$ cat config.mk
export PLATFORM = sky130hd
export DESIGN_NAME = dma_chain_seq
export DESIGN_NICKNAME = d
export VERILOG_FILES = /design/src/rtl/dchain_pkg.sv /design/src/rtl/dchain_desc_table.sv /design/src/rtl/dchain_word_ctr.sv /design/src/rtl/dma_chain_seq.sv
export SDC_FILE = /design/constraint.sdc
export NUM_CORES = 1
export LEC_CHECK = 0
export BUFFER_PORTS_ARGS = -buffer_cell sky130_fd_sc_hd__buf_2
export CORE_MARGIN = 3
export CORE_UTILIZATION = 23
export CTS_CLUSTER_SIZE = 28
export DETAILED_ROUTE_END_ITERATION = 12
export PLACE_DENSITY = 0.34
export SYNTH_ARGS = -nofsm -noshare
export SYNTH_HDL_FRONTEND = slang
export SYNTH_SLANG_ARGS = --single-unit
$ cat constraint.sdc
create_clock -name clk -period 4.3 [get_ports clk]
set_input_delay 0.43 -clock clk [delete_from_list [all_inputs] [get_ports clk]]
set_output_delay 0.43 -clock clk [all_outputs]
set_load 0.05 [all_outputs]
$ cat src/rtl/dchain_pkg.sv
package dchain_pkg;
    localparam int CNT_W = 10;
    localparam int IDX_W = 4;

    typedef struct packed {
        logic             irq;
        logic             halt;
        logic             last;
        logic [IDX_W-1:0] alt;
        logic [IDX_W-1:0] nxt;
        logic [CNT_W-1:0] cnt;
    } desc_t;

    localparam int DESC_W = $bits(desc_t);

    typedef enum logic [1:0] {
        ST_IDLE = 2'd0,
        ST_RUN  = 2'd1,
        ST_HALT = 2'd2
    } seq_st_e;
endpackage

$ cat src/rtl/dchain_desc_table.sv
module dchain_desc_table
    import dchain_pkg::*;
#(
    parameter int DEPTH = 1 << IDX_W
) (
    input  logic             clk,
    input  logic             rst_n,
    input  logic             wr_en,
    input  logic [IDX_W-1:0] wr_idx,
    input  desc_t            wr_desc,
    input  logic [IDX_W-1:0] rd_idx,
    output desc_t            rd_desc
);
    desc_t row_q [DEPTH];

    for (genvar g = 0; g < DEPTH; g++) begin : g_row
        desc_t row_d;

        always_comb begin
            row_d = row_q[g];
            if (wr_en && (wr_idx == IDX_W'(g))) begin
                row_d = wr_desc;
            end
        end

        always_ff @(posedge clk) begin
            if (!rst_n) begin
                row_q[g] <= '0;
            end else begin
                row_q[g] <= row_d;
            end
        end
    end

    assign rd_desc = row_q[rd_idx];
endmodule

$ cat src/rtl/dchain_word_ctr.sv
module dchain_word_ctr
    import dchain_pkg::*;
(
    input  logic             clk,
    input  logic             rst_n,
    input  logic [CNT_W-1:0] len,
    input  logic             accept,
    input  logic             restart,
    output logic             more,
    output logic             final_beat
);
    logic [CNT_W-1:0] done_d, done_q;

    always_comb begin
        more       = done_q < len;
        final_beat = accept && (({1'b0, done_q} + 1'b1) == {1'b0, len});
        done_d     = done_q;
        if (restart) begin
            done_d = '0;
        end else if (accept) begin
            done_d = done_q + 1'b1;
        end
    end

    always_ff @(posedge clk) begin
        if (!rst_n) begin
            done_q <= '0;
        end else begin
            done_q <= done_d;
        end
    end
endmodule

$ cat src/rtl/dma_chain_seq.sv
module dma_chain_seq
    import dchain_pkg::*;
#(
    parameter int CHAIN_CNT_W = 8
) (
    input  logic                   clk,
    input  logic                   rst_n,
    input  logic                   cfg_free_run,
    input  logic [IDX_W-1:0]       cfg_head_idx,
    input  logic                   wr_en,
    input  logic [IDX_W-1:0]       wr_idx,
    input  logic [DESC_W-1:0]      wr_data,
    input  logic                   kick_valid,
    input  logic                   kick_alt,
    output logic                   xfer_req,
    input  logic                   xfer_gnt,
    output logic [IDX_W-1:0]       cur_idx,
    output logic                   irq_pulse,
    output logic                   kick_err,
    output logic                   stat_busy,
    output logic                   stat_halted,
    output logic [CHAIN_CNT_W-1:0] chain_cnt
);
    localparam int DEPTH = 1 << IDX_W;

    typedef struct packed {
        seq_st_e                st;
        logic [IDX_W-1:0]       idx;
        logic                   err;
        logic [CHAIN_CNT_W-1:0] chains;
    } ctl_t;

    ctl_t  ctl_d, ctl_q;
    desc_t cur;
    logic  running, more, final_beat, accept, entry_done, kick_ok, restart;

    dchain_desc_table #(.DEPTH(DEPTH)) table_i (
        .clk     (clk),
        .rst_n   (rst_n),
        .wr_en   (wr_en),
        .wr_idx  (wr_idx),
        .wr_desc (desc_t'(wr_data)),
        .rd_idx  (ctl_q.idx),
        .rd_desc (cur)
    );

    dchain_word_ctr ctr_i (
        .clk        (clk),
        .rst_n      (rst_n),
        .len        (cur.cnt),
        .accept     (accept),
        .restart    (restart),
        .more       (more),
        .final_beat (final_beat)
    );

    always_comb begin
        running    = (ctl_q.st == ST_RUN);
        xfer_req   = running && more;
        accept     = xfer_req && xfer_gnt;
        entry_done = running && ((cur.cnt == '0) || final_beat);
        restart    = !running || entry_done;
        irq_pulse  = entry_done && cur.irq;
        kick_ok    = kick_valid &&
                     ((ctl_q.st == ST_HALT) || ((ctl_q.st == ST_IDLE) && !cfg_free_run));

        ctl_d = ctl_q;
        if (kick_valid && !kick_ok) begin
            ctl_d.err = 1'b1;
        end

        unique case (ctl_q.st)
            ST_IDLE: begin
                ctl_d.idx = cfg_head_idx;
                if (cfg_free_run || kick_ok) begin
                    ctl_d.st = ST_RUN;
                end
            end
            ST_RUN: begin
                if (entry_done) begin
                    if (cur.last) begin
                        ctl_d.idx    = cfg_head_idx;
                        ctl_d.chains = ctl_q.chains + 1'b1;
                        ctl_d.st     = ST_IDLE;
                    end else if (cur.halt) begin
                        ctl_d.st = ST_HALT;
                    end else begin
                        ctl_d.idx = cur.nxt;
                    end
                end
            end
            ST_HALT: begin
                if (kick_ok) begin
                    ctl_d.idx = kick_alt ? cur.alt : cur.nxt;
                    ctl_d.st  = ST_RUN;
                end
            end
            default: ctl_d.st = ST_IDLE;
        endcase
    end

    always_ff @(posedge clk) begin
        if (!rst_n) begin
            ctl_q.st     <= ST_IDLE;
            ctl_q.idx    <= cfg_head_idx;
            ctl_q.err    <= 1'b0;
            ctl_q.chains <= '0;
        end else begin
            ctl_q <= ctl_d;
        end
    end

    assign cur_idx     = ctl_q.idx;
    assign kick_err    = ctl_q.err;
    assign stat_busy   = running;
    assign stat_halted = (ctl_q.st == ST_HALT);
    assign chain_cnt   = ctl_q.chains;
endmodule

==> out/metrics.cfg <==
[placement]
dpl_cell_area_sq_um = 19220
place_congestion = 0.7490
hpwl_microns = 38060
dp.cells = 2159
io_buffers = 52

[status]
violations = negative setup slack
status = finished, violations left

[global_routing]
grt_max_degree = 45
grt-ovfl-total = 0
grt_use_total_pct = 15.13
grt_pass1_vias = 10520
grt_pass1_wl_microns = 83710
antenna_found_initial = 8

[logic_synthesis]
syn_area_per_cell_sq_um = 14.88
yosys.cell_types.count = 63
synth_top_cell_area_share_pct = 58.64
synthArstFlopShare_pct = 0
synth.area.top_cells = edfxtp_1 59%, mux4_2 12%, and2_1 12%
synth_edf_count = 340
ys_seq_elements = 365
synth-main-ff-cell = edfxtp_1
yosysSeqAreaShare_pct = 61.52
synth_warnings = 0
synthCells = 1170
netlist_area_sq_um = 17410
synth_nets = 1222
yosysTopAreaCell = edfxtp_1

[worst_hold_path]
hold_path_class = primary input to flop

[detailed_routing]
finalWirelength_microns = 59020
vias_per_cell = 4.434
vias = 9968
wl_per_cell_microns = 26.25
drc = 0
dr.pass1.iters = 5
drtAntennaViolNets = 0
drtIter0Drc = 674

[clocking]
numCtsBuffers = 44
cts_tree = done
clockBufferDepth = 3
clkSinkCount = 365
ctsHtreeMaxLevel = 2
hold_buffers = 0
root_buffer = clkbuf_16
clk_pin_slew_worst_paths_ps = 60
clock_latency_ps = 580

[power]
power_per_cell_area_nw_per_um2 = 569.0
comb_power_share_pct = 33.3
peakVddDrop_mv = 0.2452
pwr-share-clk_pct = 30.1
finalPower_mw = 11.76
p_leak_nw = 7.169
power_frac_seq_pct = 36.6
p_sw_share_pct = 32.13
p_int_mw = 7.981
switchingPower_mw = 3.779

[cells_and_area]
final_common_cell = and2_1
fin_area_sq_um = 20670
syn_to_final_growth_pct = 18.71
final_nets = 1294
fillCellCount = 7472
final_cells = 2248
fin_util_pct = 27.67
final_cell_mix = 341 x and2_1, 340 x edfxtp_1, 95 x mux4_2, 63 x buf_4, 51 x buf_2
layout-drive-gt1-share_pct = 26.39

[sta]
hold_viol = 0
tightest_slew_ps = 962.0
rsz0062_at_grt = true
maxSlewViolCount = 0
finalCriticalPeriod_ps = 4380
relSlewSlack_pct = 35.63
setup_ws_ps = -80.17
setup_violations = 1
fmax_mhz = 228.3
timing.final.crit_share_pct = 101.9
finClkSkew_ps = 20.71

[setup_path]
cp-end-kind = primary output
arrival_ps = 3950
startpoint_type = flop
cp_max_fo = 6
critPathKind = flop to primary output
worstPathRequired_ps = 3870

[floorplan]
dieArea_sq_um = 79030
die_x_microns = 281.1
num_rows = 100
initial_utilization_pct = 23.31
ios = 53
core_sq_um = 74700
die_y_microns = 281.1

[job]
maxCapViolCount = 0

==> per-stage QoR <==
step,setup WS [ps],hold slack (ps),TNS (ps)
final,-80.17,131.8,-80.17
after global routing,-331.9,109.6,-331.9
after CTS,-215.3,84.05,-215.3
after detailed placement,99.85,455.4,0
after global placement,143.0,445.9,0
after floorplan,52.85,451.4,0
==> sequential cells by signal, indices dropped and copies added (netlist names), named ones only <==
| name | cells |
|---|---|
| table_i.row_q | 336 |
| ctl_q | 2 |
| chain_cnt | 8 |
| ctr_i.done_q | 10 |
| cur_idx | 4 |
| kick_err | 1 |
==> power by group through the flow <==
stage                     Combinational (mW)  Sequential (mW)  Clock (mW)
after floorplan                         2.61             4.28           0
after global placement                  3.85             4.42           0
after detailed placement                3.83             4.41           0
after CTS                               3.98             4.31        3.65
after global routing                    4.20             4.33        3.76
final                                   3.92             4.30        3.54
==> critical path, cell delays in order, from the launching register on <==
cell and delay [ps]:
dfxtp_4 420, buf_8 150, mux4_2 510, a22o_4 280, a221oi_4 230, ha_1 270, nor2b_1 130, o211ai_1 210
a21oi_2 110, o21ai_2 150, nand4_1 140, or4_4 480, a21oi_4 150, buf_6 170
==> synth_stat cells, types with 9 or more instances <==
cell        n
buf_4      15
inv_1      19
mux2i_1    18
o21ai_0    19
mux4_2     95
xnor2_1    12
and2_1    341
nor2_1     42
xor2_1      9
nand3_1     9
clkbuf_1   64
buf_2      12
dfxtp_1    25
edfxtp_1  340
ha_1       16
nand2_1    24
==> what timing repair did <==
item                                    4_1_cts  5_1_grt
setup buffers                                 6        0
gates cloned                                  0        0
resized for setup                             9        5
endpoints found under the setup margin        1        3
pin swaps                                     5        1
==> cell type report <==
| class | count | area (sq um) | area share, % |
|---|---|---|---|
| well taps | 969 | 1212 | 5.866 |
| multi-input cells | 687 | 6401 | 30.97 |
| inverters | 19 | 71.32 | 0.3451 |
| repair buffers | 125 | 925.9 | 4.480 |
| clock buffers | 65 | 1232 | 5.963 |
| flip-flops and latches | 365 | 10720 | 51.87 |
| diodes | 6 | 15.01 | 0.07265 |
| clock inverters | 12 | 88.84 | 0.4298 |
==> cell families (layout without fill, tap and decap cells) <==
kind of cell / Yosys count / count (layout) / share of synthesized area (%)
AND/OR/NAND/NOR: 461 / 461 / 15.71
flip-flops: 365 / 365 / 61.52
multiplexers: 124 / 124 / 14.55
buffers and inverters: 118 / 221 / 3.198
AO/OA/AOI/OAI: 65 / 65 / 2.817
XOR/XNOR: 21 / 21 / 1.056
adder cells (fa/ha/maj): 16 / 16 / 1.150
other: 0 / 6 / 0
==> routing by layer <==
| metal | global-route usage, % | part of all wire (%) |
|---|---|---|
| met5 | 0 | 0.022 |
| met4 | 3.483 | 2.0 |
| met3 | 2.484 | 5.0 |
| met2 | 24.31 | 47 |
| met1 | 21.40 | 46 |
==> final timing paths <==
check | startpoint | endpoint | slack (ps) | cells after the start
max | flop | irq_pulse | -80 | 13
min | kick_valid | kick_err | 130 | 3
max reg2reg | flop | chain_cnt[5] | 370 | 15
min reg2reg | kick_err | kick_err | 470 | 2
No activity file was read; power rests on OpenSTA's default activity.
